$ cat src/rtl/secGatePkg.sv
package secGatePkg;

  localparam int SEC_W   = 8;
  localparam int CLASS_W = 4;

  localparam logic [SEC_W-1:0] CODE_OPEN   = 8'hFF;
  localparam logic [SEC_W-1:0] CODE_WPROT  = 8'hFE;
  localparam logic [SEC_W-1:0] CODE_RWPROT = 8'hFC;

  localparam logic [SEC_W-1:0] CHAR_WDENY = 8'h50;  // 'P'
  localparam logic [SEC_W-1:0] CHAR_RDENY = 8'h4C;  // 'L'
  localparam logic [SEC_W-1:0] CHAR_NONE  = 8'h00;

  typedef enum logic [1:0] {
    LVL_OPEN   = 2'd0,
    LVL_WPROT  = 2'd1,
    LVL_RWPROT = 2'd2
  } lvl_t;

  typedef enum logic [CLASS_W-1:0] {
    CMD_MEM_WR  = 4'd0,
    CMD_MEM_RD  = 4'd1,
    CMD_CFG_WR  = 4'd2,
    CMD_CFG_RD  = 4'd3,
    CMD_SEC_WR  = 4'd4,
    CMD_BLK_ERS = 4'd5,
    CMD_ALL_ERS = 4'd6,
    CMD_BLANK   = 4'd7,
    CMD_INFO_RD = 4'd8
  } cmd_t;

  typedef struct packed {
    logic secWr;
    logic cfgStatus;
    logic cfgVector;
    logic wipe;
  } dpStrobe_t;

  // Unknown encodings fall to the strictest level.
  function automatic lvl_t lvlOf(input logic [SEC_W-1:0] b);
    case (b)
      CODE_OPEN:  lvlOf = LVL_OPEN;
      CODE_WPROT: lvlOf = LVL_WPROT;
      default:    lvlOf = LVL_RWPROT;
    endcase
  endfunction

  function automatic logic [SEC_W-1:0] codeOf(input lvl_t l);
    case (l)
      LVL_OPEN:  codeOf = CODE_OPEN;
      LVL_WPROT: codeOf = CODE_WPROT;
      default:   codeOf = CODE_RWPROT;
    endcase
  endfunction

endpackage

$ cat src/rtl/secLevelDec.sv
module secLevelDec
  import secGatePkg::*;
#(
  parameter int BYTE_W = SEC_W
) (
  input  logic [BYTE_W-1:0] codeIn,
  output lvl_t              levelOut
);

  localparam int PAD_W = SEC_W - BYTE_W;

  logic [SEC_W-1:0] codeWide;

  generate
    if (PAD_W > 0) begin : g_pad
      assign codeWide = {{PAD_W{1'b1}}, codeIn};
    end else begin : g_nopad
      assign codeWide = codeIn[SEC_W-1:0];
    end
  endgenerate

  assign levelOut = lvlOf(codeWide);

endmodule

$ cat src/rtl/secGateCtrl.sv
module secGateCtrl
  import secGatePkg::*;
#(
  parameter int BYTE_W  = SEC_W,
  parameter int CLS_W   = CLASS_W
) (
  input  logic              clk,
  input  logic              rstN,
  input  logic              reqValid,
  input  logic [CLS_W-1:0]  reqClass,
  input  logic              reqSel,
  input  logic [BYTE_W-1:0] reqData,
  input  lvl_t              curLevel,
  output dpStrobe_t         strb,
  output logic              respValid,
  output logic              respAllow,
  output logic [BYTE_W-1:0] respChar
);

  lvl_t reqLevel;
  logic reqCodeOk;
  logic allowNow;
  logic readKind;
  logic isSecWr;
  logic isCfgWr;
  logic isWipe;

  secLevelDec #(.BYTE_W(BYTE_W)) u_reqDec (
    .codeIn  (reqData),
    .levelOut(reqLevel)
  );

  // A requested byte is valid only if it re-encodes to itself.
  assign reqCodeOk = (reqData == codeOf(reqLevel));

  always_comb begin
    allowNow = 1'b0;
    readKind = 1'b0;
    isSecWr  = 1'b0;
    isCfgWr  = 1'b0;
    isWipe   = 1'b0;
    case (reqClass)
      CMD_MEM_WR:  allowNow = (curLevel == LVL_OPEN);
      CMD_CFG_WR: begin
        allowNow = (curLevel == LVL_OPEN);
        isCfgWr  = 1'b1;
      end
      CMD_MEM_RD, CMD_CFG_RD: begin
        allowNow = (curLevel != LVL_RWPROT);
        readKind = 1'b1;
      end
      CMD_SEC_WR: begin
        allowNow = reqCodeOk && (reqLevel > curLevel);
        isSecWr  = 1'b1;
      end
      CMD_BLK_ERS: allowNow = (curLevel == LVL_OPEN);
      CMD_ALL_ERS: begin
        allowNow = 1'b1;
        isWipe   = 1'b1;
      end
      CMD_BLANK, CMD_INFO_RD: allowNow = 1'b1;
      default: allowNow = 1'b0;
    endcase
  end

  always_comb begin
    strb.secWr     = reqValid && allowNow && isSecWr;
    strb.cfgStatus = reqValid && allowNow && isCfgWr && !reqSel;
    strb.cfgVector = reqValid && allowNow && isCfgWr && reqSel;
    strb.wipe      = reqValid && allowNow && isWipe;
  end

  always_ff @(posedge clk) begin
    if (!rstN) begin
      respValid <= 1'b0;
      respAllow <= 1'b0;
      respChar  <= '0;
    end else begin
      respValid <= reqValid;
      respAllow <= reqValid && allowNow;
      if (reqValid && !allowNow)
        respChar <= readKind ? CHAR_RDENY[BYTE_W-1:0] : CHAR_WDENY[BYTE_W-1:0];
      else
        respChar <= CHAR_NONE[BYTE_W-1:0];
    end
  end

  AST_RESP_FOLLOWS: assert property (@(posedge clk) disable iff (!rstN)
    reqValid |=> respValid);

  AST_DENY_CHAR: assert property (@(posedge clk) disable iff (!rstN)
    (respValid && !respAllow) |-> (respChar == CHAR_WDENY[BYTE_W-1:0] ||
                                   respChar == CHAR_RDENY[BYTE_W-1:0]));

  AST_READ_AT_L1: assert property (@(posedge clk) disable iff (!rstN)
    (reqValid && reqClass == CMD_MEM_RD && curLevel == LVL_WPROT) |=> respAllow);

  AST_READ_LOCK_L2: assert property (@(posedge clk) disable iff (!rstN)
    (reqValid && reqClass == CMD_MEM_RD && curLevel == LVL_RWPROT)
      |=> (!respAllow && respChar == CHAR_RDENY[BYTE_W-1:0]));

  AST_FULL_ERASE_OK: assert property (@(posedge clk) disable iff (!rstN)
    (reqValid && reqClass == CMD_ALL_ERS) |=> (respValid && respAllow));

  AST_BLOCK_ERASE_LOCK: assert property (@(posedge clk) disable iff (!rstN)
    (reqValid && reqClass == CMD_BLK_ERS && curLevel != LVL_OPEN) |=> !respAllow);

  AST_UNDEF_CLASS: assert property (@(posedge clk) disable iff (!rstN)
    (reqValid && reqClass > CMD_INFO_RD) |=> (!respAllow && respChar == CHAR_WDENY[BYTE_W-1:0]));

endmodule

$ cat src/rtl/secGateData.sv
module secGateData
  import secGatePkg::*;
#(
  parameter int              BYTE_W   = SEC_W,
  parameter logic [BYTE_W-1:0] SSB_INIT = CODE_OPEN[BYTE_W-1:0],
  parameter logic [BYTE_W-1:0] BSB_INIT = 8'hFF,
  parameter logic [BYTE_W-1:0] SBV_INIT = 8'hFC
) (
  input  logic              clk,
  input  logic              rstN,
  input  dpStrobe_t         strb,
  input  logic [BYTE_W-1:0] reqData,
  input  logic              loadValid,
  input  logic [BYTE_W-1:0] loadData,
  output logic [BYTE_W-1:0] secByte,
  output logic [BYTE_W-1:0] bootStatus,
  output logic [BYTE_W-1:0] bootVector
);

  always_ff @(posedge clk) begin
    if (!rstN) begin
      secByte <= SSB_INIT;
    end else if (loadValid) begin
      secByte <= loadData;
    end else if (strb.wipe) begin
      secByte <= CODE_OPEN[BYTE_W-1:0];
    end else if (strb.secWr) begin
      secByte <= reqData;
    end
  end

  always_ff @(posedge clk) begin
    if (!rstN) begin
      bootStatus <= BSB_INIT;
      bootVector <= SBV_INIT;
    end else if (strb.wipe) begin
      bootStatus <= BSB_INIT;
      bootVector <= SBV_INIT;
    end else begin
      if (strb.cfgStatus) bootStatus <= reqData;
      if (strb.cfgVector) bootVector <= reqData;
    end
  end

  AST_WIPE_DEFAULTS: assert property (@(posedge clk) disable iff (!rstN)
    (strb.wipe && !loadValid) |=> (secByte == CODE_OPEN[BYTE_W-1:0] &&
                                   bootStatus == BSB_INIT && bootVector == SBV_INIT));

  AST_LEVEL_NO_DROP: assert property (@(posedge clk) disable iff (!rstN)
    (!strb.wipe && !loadValid) |=> (lvlOf(secByte) >= lvlOf($past(secByte))));

  AST_LOAD_WINS: assert property (@(posedge clk) disable iff (!rstN)
    loadValid |=> (secByte == $past(loadData)));

  AST_CFG_HOLD: assert property (@(posedge clk) disable iff (!rstN)
    (!strb.wipe && !strb.cfgStatus) |=> $stable(bootStatus));

endmodule

$ cat src/rtl/secGate.sv
module secGate
  import secGatePkg::*;
#(
  parameter int                BYTE_W   = SEC_W,
  parameter int                CLS_W    = CLASS_W,
  parameter logic [BYTE_W-1:0] SSB_INIT = CODE_OPEN[BYTE_W-1:0],
  parameter logic [BYTE_W-1:0] BSB_INIT = 8'hFF,
  parameter logic [BYTE_W-1:0] SBV_INIT = 8'hFC
) (
  input  logic              clk,
  input  logic              rstN,
  input  logic              reqValid,
  input  logic [CLS_W-1:0]  reqClass,
  input  logic              reqSel,
  input  logic [BYTE_W-1:0] reqData,
  input  logic              loadValid,
  input  logic [BYTE_W-1:0] loadData,
  output logic              respValid,
  output logic              respAllow,
  output logic [BYTE_W-1:0] respChar,
  output logic [1:0]        secLevel,
  output logic [BYTE_W-1:0] secByte,
  output logic [BYTE_W-1:0] bootStatus,
  output logic [BYTE_W-1:0] bootVector
);

  dpStrobe_t strb;
  lvl_t      curLevel;

  secLevelDec #(.BYTE_W(BYTE_W)) u_curDec (
    .codeIn  (secByte),
    .levelOut(curLevel)
  );

  assign secLevel = curLevel;

  secGateCtrl #(.BYTE_W(BYTE_W), .CLS_W(CLS_W)) u_ctrl (
    .clk      (clk),
    .rstN     (rstN),
    .reqValid (reqValid),
    .reqClass (reqClass),
    .reqSel   (reqSel),
    .reqData  (reqData),
    .curLevel (curLevel),
    .strb     (strb),
    .respValid(respValid),
    .respAllow(respAllow),
    .respChar (respChar)
  );

  secGateData #(
    .BYTE_W  (BYTE_W),
    .SSB_INIT(SSB_INIT),
    .BSB_INIT(BSB_INIT),
    .SBV_INIT(SBV_INIT)
  ) u_data (
    .clk       (clk),
    .rstN      (rstN),
    .strb      (strb),
    .reqData   (reqData),
    .loadValid (loadValid),
    .loadData  (loadData),
    .secByte   (secByte),
    .bootStatus(bootStatus),
    .bootVector(bootVector)
  );

endmodule

$ cat config.mk
export PLATFORM = sky130hd
export DESIGN_NAME = secGate
export DESIGN_NICKNAME = d
export VERILOG_FILES = /design/src/rtl/secGatePkg.sv /design/src/rtl/secLevelDec.sv /design/src/rtl/secGateCtrl.sv /design/src/rtl/secGateData.sv /design/src/rtl/secGate.sv
export SDC_FILE = /design/constraint.sdc
export NUM_CORES = 1
export LEC_CHECK = 0
export ABC_CLOCK_PERIOD_IN_PS = 3350
export BUFFER_PORTS_ARGS = -buffer_cell sky130_fd_sc_hd__buf_2
export CAP_MARGIN = 15
export CORE_ASPECT_RATIO = 0.9
export CORE_MARGIN = 2
export CORE_UTILIZATION = 45
export CTS_CLUSTER_DIAMETER = 80
export CTS_CLUSTER_SIZE = 40
export DETAILED_ROUTE_END_ITERATION = 10
export PLACE_DENSITY = 0.81
export SLEW_MARGIN = 20
export SYNTH_ARGS = -nofsm -noshare
export SYNTH_HDL_FRONTEND = slang
export SYNTH_SLANG_ARGS = --single-unit
$ cat constraint.sdc
create_clock -name clk -period 3.35 [get_ports clk]
set_input_delay 0.335 -clock clk [delete_from_list [all_inputs] [get_ports clk]]
set_output_delay 0.335 -clock clk [all_outputs]
set_load 0.01 [all_outputs]
==> impl_metrics.csv, run 1 <==
group,metric,value,unit
global_route,globalRouteTotalUtil,18.7,%
synth,synth_area_per_cell,8.91,um^2
setup_path,end_kind,"flip-flop",
setup_path,cp_common_cell,"nor2_1",
power,clkPwrFrac,31.2,%
setup_path,r2r_start,"u_data.secByte[4]",
sta,final_max_slew_viol_count,0,
clock_tree,path_clk_slew,0.08,ns
clock_tree,root_buffer,"clkbuf_4",
global_route,grt_max_degree,17,
power,p_leak,0.700,nW
synth,synthCells,145,
synth,synth_area_leaders,"dfxtp_1 (45%), nand2_1 (6.7%), mux2i_1 (6.2%)",
setup_path,critical-path-top-delay-family,"compound AO/OA/AOI/OAI gates",
synth,yosysWarnings,0,
power,sw_frac_of_total,25.3,%
setup_path,crit_path_start,"u_data.secByte[4]",
clock_tree,clkSinkCount,29,
clock_tree,htree_num_levels,2,
synth,ys_types,38,
cells_and_area,fin_cells,242,
sta,period_needed,2.81,ns
sta,slew_headroom,53.0,%
floorplanning,rows,18,
sta,skew,0.00763,ns
power,netSwitchingPower,0.166,mW
worst_hold_path,min-delay-start,"loadData[1]",
run,cap_violations,0,
cells_and_area,finish.utilization,59.5,%
setup_path,timing.critical_path.buf_inv,1,
floorplanning,die_h,54.8,um
cells_and_area,final_layout_size_suffix_gt1_share,35.1,%
placement,dp_cells,235,
power,seq_power_share,54.9,%
floorplanning,die_w,60.5,um
setup_path,crit_fanout,10,
worst_hold_path,holdPathStages,3,
clock_tree,cts_tree,"yes",
power,combPwrFrac,14.0,%
placement,gp_congestion,0.907,
drt,via_per_inst,5.02,
sta,post-route-period-util,83.7,%
drt,routed_wl,2830,um
clock_tree,cts_made_buffers,5,
synth,ys_ff_latch,29,
sta,worst_slew_pin_slew,0.699,ns
synth,synth_seq_area_share,44.9,%
drt,drtIter0Drc,30,
worst_hold_path,min_to,"u_data.secByte[1]",
placement,place_hpwl,2180,um
floorplanning,core_area,2750,um^2
setup_path,cp.required,3.55,ns
placement,portBuffers,56,
drt,drtAntennaViolNets,0,
synth,netlist_area,1290,um^2
sta,rsz0062_at_grt,"no",
sta,fin_tns_setup,0,ns
power,power_density,401,nW/um^2
setup_path,crit_type,"flip-flop to flip-flop",
power,ir_drop,199,uV
drt,wl_per_cell,11.7,um
cells_and_area,nets,229,
clock_tree,cts_resized,0,
clock_tree,hold_buffers,0,
setup_path,ff2ff_path_depth,10,
setup_path,startpoint_type,"flip-flop",
global_route,overflow,0,
clock_tree,clk_latency,0.31,ns
status,status,"finished, final reports clean",
drt,drc_errors,0,
worst_hold_path,worstHoldPathType,"primary input to flip-flop",
setup_path,critPathMaxStageDelay,0.61,ns
sta,hold_viol_final,0,
power,internal-power,0.489,mW
setup_path,critPathSlowestCell,"a2111oi_4",
setup_path,crit_arrival,3.00,ns
floorplanning,io_pins,61,
cells_and_area,num_antenna_cells,0,
setup_path,r2r_end,"u_data.secByte[1]",
sta,setup_viol,0,
global_route,grt_pass1_vias,997,
drt,drt_pre_antenna_iters,4,
global_route,grt_pass1_wl,4550,um
cells_and_area,area_growth,26.5,%
setup_path,r2r_slack,0.54,ns
sta,max_freq,356,MHz
drt,num_vias,1214,
synth,synth_top_cell_by_area,"dfxtp_1",
setup_path,crit_path_cell_trace,"nand4_1, nor2_1, inv_2, nor2_1, ha_1, a221oi_2, a31oi_2, a2111oi_4, nor3b_1, o311ai_1",
floorplanning,die_area,3320,um^2
clock_tree,cts.path.max_buffers,2,
clock_tree,post_cts_buffers,0,
floorplanning,start_util,47.0,%
synth,synth.top_cell.area_share,44.9,%
global_route,antenna_found_initial,0,
==> worst max-delay path by stage <==
stage / endpoint / slack, ns / cells after the start
after floorplan: u_data.secByte[0] / 0.70 / 10
after global placement: u_data.secByte[0] / 0.55 / 11
after detailed placement: u_data.secByte[1] / 0.49 / 11
after CTS: u_data.secByte[1] / 0.57 / 10
after global routing: u_data.secByte[1] / 0.37 / 10
final: u_data.secByte[1] / 0.54 / 10
==> Yosys cell counts <==
master     number
dfxtp_1        29
nand2_1        23
nand3_1        15
mux2i_1         8
o21ai_1         7
nor2b_1         6
nor3_1          6
buf_4           5
nor2_1          5
inv_1           4
clkbuf_1        3
a21boi_1        2
and2_1          2
ha_1            2
inv_2           2
nand4_1         2
nor3b_1         2
o311ai_1        2
a2111oi_4       1
a21o_1          1
a21oi_1         1
a221oi_2        1
a31oi_1         1
a31oi_2         1
and3_1          1
buf_2           1
conb_1          1
nand2b_1        1
nand3b_1        1
nor2_2          1
nor3_2          1
nor4_1          1
nor4_4          1
o211ai_1        1
o21a_1          1
o21ai_0         1
o21bai_1        1
or2_2           1
==> layer usage <==
layer  track usage [%]  vias up  share of wire, %
met5                 0        -                 0
li1                  -      613                 -
met4              6.52        0              0.95
met2              27.0       42                45
met3              6.38        2               6.3
met1              25.8      557                47
==> power groups by stage <==
stage / sequential [mW] / combinational, mW / clock [mW]
final: 0.360 / 0.0915 / 0.204
after global routing: 0.361 / 0.101 / 0.224
after CTS: 0.359 / 0.0916 / 0.211
after detailed placement: 0.367 / 0.0912 / 0
after global placement: 0.368 / 0.0902 / 0
after floorplan: 0.372 / 0.0516 / 0
==> cells by family after synthesis <==
logic type	after synthesis	synth area share (%)
AND/OR/NAND/NOR	69	27.7
flip-flops	29	44.9
AO/OA/AOI/OAI	21	13.1
buffers and inverters	15	5.90
multiplexers	8	6.20
adder cells (fa/ha/maj)	2	1.94
other	1	0.290
==> layout make-up <==
| class | instances | area [um^2] |
|---|---|---|
| timing repair buffer | 56 | 280 |
| tap | 40 | 50.0 |
| clock buffer | 7 | 55.1 |
| inverter | 6 | 22.5 |
| fill | 259 | 1110 |
| multi-input combinational | 104 | 647 |
| sequential | 29 | 581 |
==> worst reg2reg max path: cells and delay by family (launching register included) <==
kind	cells	cell delay [ns]
compound gates	4	1.12
fa+ha+maj	1	0.27
buf+inv	1	0.12
simple gates	4	0.81
flops	1	0.37
==> registers in the layout (all words and copies together) (netlist names) <==
register / cells
u_data.bootVector: 8
u_data.bootStatus: 8
u_ctrl.respValid: 1
u_data.secByte: 8
u_ctrl.respAllow: 1
u_ctrl.respChar: 3
==> stage by stage <==
stage	cell area (um^2)	total power, mW	setup slack (ns)	hold slack, ns
floorplan	1300	0.423	0.695	0.413
global placement	1580	0.458	0.552	0.440
detailed placement	1580	0.459	0.489	0.442
CTS	1640	0.662	0.574	0.226
global route	1640	0.687	0.367	0.232
finish	1640	0.655	0.545	0.235
==> cell usage in the layout, fill, tap and decap left out, types with 2 or more instances in the layout <==
cell type and instances:
o311ai_1 2, buf_2 56, ha_1 2, nand4_1 2
inv_1 4, mux2i_1 8, a21boi_1 2, nor3_1 6
dfxtp_1 29, nor2b_1 6, inv_2 2, nand2_1 23
clkbuf_4 5, nor3b_1 2, conb_1 4, and2_1 2
o21ai_1 7, nor2_1 5, nand3_1 15
Power figures use the tool's default switching activity.
==> inputs of run 2 (changes only) <==
--- a/config.mk
+++ b/config.mk
@@ -5,7 +5,7 @@
 export SDC_FILE = /design/constraint.sdc
 export NUM_CORES = 1
 export LEC_CHECK = 0
-export ABC_CLOCK_PERIOD_IN_PS = 3350
+export ABC_CLOCK_PERIOD_IN_PS = 2900
 export BUFFER_PORTS_ARGS = -buffer_cell sky130_fd_sc_hd__buf_2
 export CAP_MARGIN = 15
 export CORE_ASPECT_RATIO = 0.9
==> constraint.sdc (replaced) <==
create_clock -name clk -period 2.9 [get_ports clk]
set_input_delay 0.29 -clock clk [delete_from_list [all_inputs] [get_ports clk]]
set_output_delay 0.29 -clock clk [all_outputs]
set_load 0.01 [all_outputs]
==> impl_metrics.csv, run 2 (synthesized netlist as in run 1, its figures left out) <==
group,metric,value,unit
cells_and_area,mostFrequentLayoutCell,"buf_2",
setup_path,crit_path_cell_trace,"nand4_1, nor2_1, inv_2, nor2_1, ha_1, a221oi_2, a31oi_2, a2111oi_4, nor3b_1, o311ai_1",
setup_path,crit_arrival,2.93,ns
cells_and_area,most-common-layout-cells,"buf_2 (56), dfxtp_1 (29), nand2_1 (23), nand3_1 (15), mux2i_1 (8)",
cells_and_area,top_regs,"u_data.bootStatus: 8 flops, u_data.bootVector: 8 flops, u_data.secByte: 8 flops",
drt,drt_pre_antenna_iters,4,
placement,gp_congestion,0.877,
global_route,use_met1,24.3,%
placement,dp_cells,236,
global_route,overflow,0,
clock_tree,cts.path.max_buffers,2,
clock_tree,path_clk_slew,0.08,ns
placement,portBuffers,56,
sta,hold_slack,0.178,ns
placement,place_area,1590,um^2
setup_path,timing.critical_path.buf_inv,1,
placement,pre_cts_ws,0.137,ns
setup_path,cp.required,3.11,ns
power,ir_drop,230,uV
drt,drc_errors,0,
cells_and_area,area_growth,27.1,%
drt,drtIter0Drc,25,
setup_path,cp_common_cell,"nor2_1",
sta,rsz0062_at_grt,"no",
sta,period_needed,2.73,ns
drt,wl_per_cell,12.0,um
cells_and_area,finish.utilization,59.8,%
global_route,grt_max_degree,17,
sta,worst_slew_pin_slew,0.696,ns
clock_tree,post_cts_buffers,0,
power,p_leak,0.706,nW
sta,fin_tns_setup,0,ns
clock_tree,hold_buffers,0,
cells_and_area,final_layout_size_suffix_gt1_share,35.5,%
sta,final_max_slew_viol_count,0,
power,power,0.763,mW
sta,max_freq,367,MHz
global_route,grt_pass1_wl,4370,um
setup_path,startpoint_type,"flip-flop",
global_route,grt_use_met2,27.2,%
worst_hold_path,worstHoldPathType,"primary input to flip-flop",
setup_path,crit_fanout,7,
global_route,antenna_found_initial,0,
clock_tree,clkSinkCount,29,
drt,routed_wl,2910,um
clock_tree,htree_num_levels,2,
sta,post-route-period-util,94.0,%
setup_path,critPathMaxStageDelay,0.52,ns
clock_tree,cts_made_buffers,5,
cells_and_area,fillers,259,
clock_tree,root_buffer,"clkbuf_4",
cells_and_area,post-route-cell-area,1640,um^2
sta,setup_viol,0,
status,status,"finished, final reports clean",
sta,setup_slack,0.175,ns
drt,drtAntennaViolNets,0,
power,power_density,464,nW/um^2
floorplanning,rows,18,
global_route,grt-busiest-layer,"met2",
global_route,grt_pass1_vias,962,
placement,place_hpwl,2270,um
sta,hold_viol_final,0,
floorplanning,io_pins,61,
floorplanning,start_util,47.0,%
setup_path,end_kind,"flip-flop",
setup_path,crit_type,"flip-flop to flip-flop",
sta,skew,0.00548,ns
cells_and_area,nets,230,
clock_tree,cts_resized,0,
floorplanning,die_area,3320,um^2
global_route,globalRouteTotalUtil,18.2,%
drt,num_vias,1180,
setup_path,critical-path-top-delay-family,"compound AO/OA/AOI/OAI gates",
drt,via_per_inst,4.86,
cells_and_area,fin_cells,243,
floorplanning,die_w,60.5,um
cells_and_area,num_antenna_cells,0,
setup_path,critPathSlowestCell,"a2111oi_4",
clock_tree,clk_latency,0.32,ns
floorplanning,die_h,54.8,um
global_route,met3_usage,5.67,%
run,cap_violations,0,
floorplanning,core_area,2750,um^2
sta,slew_headroom,53.3,%
clock_tree,cts_tree,"yes",
-- run 2: changes by cell type in the layout (fill, tap and decap cells not counted), sizes merged --
cell,delta
buf,+1
-- run 2: cell type report --
cell class	instances	area (um^2)	share of cell area (%)
inverter	6	22.5	1.37
timing repair buffer	57	288	17.5
clock buffer	7	55.1	3.35
multi-input combinational	104	647	39.4
tap	40	50.0	3.05
sequential	29	581	35.3
-- run 2: report_power, final --
group	switching [mW]	internal, mW	total, mW
logic	0.0640	0.0427	0.107
clock network	0.127	0.114	0.241
registers	0.00700	0.408	0.415
-- run 2: worst paths after layout --
kind | startpoint | endpoint | slack, ns | cells after the start
max | u_data.secByte[4] | u_data.secByte[0] | 0.17 | 10
min | loadData[0] | u_data.secByte[0] | 0.18 | 3
max reg2reg | u_data.secByte[4] | u_data.secByte[0] | 0.17 | 10
min reg2reg | u_data.bootVector[0] | u_data.bootVector[0] | 0.45 | 2
-- run 2: worst reg2reg max path, delay by kind of cell, from the launching register on --
| kind | cells | cell delay [ns] |
|---|---|---|
| buffers and inverters | 1 | 0.12 |
| AND/OR/NAND/NOR | 4 | 0.82 |
| adder cells (fa/ha/maj) | 1 | 0.27 |
| AO/OA/AOI/OAI | 4 | 1.04 |
| flip-flops | 1 | 0.36 |
-- run 2: per-layer routing --
layer  part of all wire (%)  wire length, um  vias to the layer above
met5                      0                0                        -
met4                    1.6               47                        0
met3                    4.2              121                        7
met2                     46             1350                       26
met1                     48             1390                      532
li1                       -                -                      615
==> inputs of run 3 (changes only) <==
--- a/config.mk
+++ b/config.mk
@@ -9,7 +9,6 @@
 export BUFFER_PORTS_ARGS = -buffer_cell sky130_fd_sc_hd__buf_2
 export CAP_MARGIN = 15
 export CORE_ASPECT_RATIO = 0.9
-export CORE_MARGIN = 2
 export CORE_UTILIZATION = 45
 export CTS_CLUSTER_DIAMETER = 80
 export CTS_CLUSTER_SIZE = 40
==> impl_metrics.csv, run 3 (synthesized netlist as in run 1, its figures left out) <==
group,metric,value,unit
global_route,grt-busiest-layer,"met2",
setup_path,critPathMaxStageDelay,0.51,ns
status,status,"complete, but fails checks",
clock_tree,cts_resized,0,
setup_path,crit_arrival,2.88,ns
sta,period_needed,2.67,ns
global_route,antenna_found_initial,0,
global_route,grt_pass1_vias,1011,
floorplanning,rows,18,
sta,setup_viol,0,
floorplanning,core_area,2730,um^2
global_route,grt_max_degree,17,
cells_and_area,most-common-layout-cells,"buf_2 (56), dfxtp_1 (29), nand2_1 (23), nand3_1 (15), mux2i_1 (8)",
drt,num_vias,1217,
floorplanning,die_h,52.8,um
global_route,overflow,0,
cells_and_area,fin_cells,244,
power,p_leak,0.706,nW
status,violations,"DRC",
sta,fin_tns_setup,0,ns
power,ir_drop,277,uV
sta,rsz0062_at_grt,"no",
sta,slew_headroom,51.9,%
sta,setup_slack,0.229,ns
clock_tree,clk_latency,0.33,ns
placement,dp_cells,236,
cells_and_area,fillers,258,
clock_tree,hold_buffers,0,
clock_tree,root_buffer,"clkbuf_4",
cells_and_area,area_growth,26.8,%
drt,routed_wl,2880,um
drt,drc_errors,1,
worst_hold_path,worstHoldPathType,"primary input to flip-flop",
placement,portBuffers,56,
clock_tree,post_cts_buffers,0,
power,power_density,459,nW/um^2
floorplanning,start_util,47.4,%
run,cap_violations,0,
clock_tree,cts_tree,"yes",
clock_tree,path_clk_slew,0.09,ns
setup_path,crit_type,"flip-flop to flip-flop",
setup_path,cp_common_cell,"nor2_1",
cells_and_area,post-route-cell-area,1640,um^2
setup_path,crit_path_cell_trace,"nand4_1, nor2_1, inv_2, nor2_1, ha_1, a221oi_2, a31oi_2, a2111oi_4, nor3b_1, o311ai_1",
clock_tree,cts.path.max_buffers,2,
sta,max_freq,374,MHz
placement,gp_congestion,0.833,
placement,pre_cts_ws,0.154,ns
setup_path,crit_fanout,7,
drt,via_per_inst,4.99,
cells_and_area,nets,230,
drt,drt_pre_antenna_iters,7,
cells_and_area,num_antenna_cells,0,
sta,worst_slew_pin_slew,0.716,ns
global_route,grt_pass1_wl,4420,um
placement,place_hpwl,2190,um
floorplanning,die_w,58.5,um
cells_and_area,finish.utilization,60.1,%
floorplanning,io_pins,61,
sta,post-route-period-util,92.1,%
sta,final_max_slew_viol_count,0,
setup_path,critPathSlowestCell,"a2111oi_4",
global_route,met3_usage,6.91,%
sta,hold_viol_final,0,
cells_and_area,final_layout_size_suffix_gt1_share,35.8,%
setup_path,end_kind,"flip-flop",
cells_and_area,mostFrequentLayoutCell,"buf_2",
sta,skew,0.00432,ns
global_route,grt_use_met2,31.4,%
global_route,use_met1,24.1,%
setup_path,startpoint_type,"flip-flop",
floorplanning,die_area,3090,um^2
cells_and_area,top_regs,"u_data.bootStatus: 8 flops, u_data.bootVector: 8 flops, u_data.secByte: 8 flops",
placement,place_area,1590,um^2
global_route,globalRouteTotalUtil,19.8,%
drt,drtAntennaViolNets,0,
clock_tree,htree_num_levels,2,
clock_tree,cts_made_buffers,5,
setup_path,cp.required,3.11,ns
drt,wl_per_cell,11.8,um
drt,drtIter0Drc,23,
clock_tree,clkSinkCount,29,
[run 3: changes by cell type in the layout (fill, tap and decap cells not counted), sizes merged]
cell,before,now
clkbuf,7,6
clkinv,0,2
[run 3: per-layer routing]
layer  share of wire [%]  vias up
li1                    -      611
met1                  46      552
met2                  47       47
met3                 5.8        7
met4                 1.4        0
met5                   0        -
[run 3: area by class of cell]
class	count	area (um^2)	area share, %
clock buffer	6	41.3	2.52
clock inverter	2	10.0	0.611
tap	40	50.0	3.05
timing repair buffer	57	288	17.6
sequential	29	581	35.4
multi-input combinational	104	647	39.5
inverter	6	22.5	1.37
[run 3: power breakdown]
group	switching, mW	internal [mW]	total, mW
clock network	0.139	0.0920	0.231
logic	0.0635	0.0428	0.106
registers	0.00721	0.409	0.416
[run 3: through the flow]
step | total power [mW] | hold slack [ns]
final | 0.753 | 0.172
after floorplan | 0.489 | 0.368
after CTS | 0.759 | 0.167
after detailed placement | 0.530 | 0.444
after global placement | 0.529 | 0.437
after global routing | 0.790 | 0.160
[run 3: worst max-delay path, delay by kind of cell, from the launching register on]
kind            cells  cell delay, ns
simple gates        4            0.78
flops               1            0.37
compound gates      4            1.02
buf+inv             1            0.11
fa+ha+maj           1            0.26
[run 3: path summary, 6_finish.rpt]
| path | slack (ns) | cells after the start | end | startpoint |
|---|---|---|---|---|
| max | 0.23 | 10 | u_data.secByte[0] | u_data.secByte[5] |
| min | 0.17 | 3 | u_data.secByte[1] | loadData[1] |
| max reg2reg | 0.23 | 10 | u_data.secByte[0] | u_data.secByte[5] |
| min reg2reg | 0.45 | 2 | u_data.bootVector[1] | u_data.bootVector[1] |
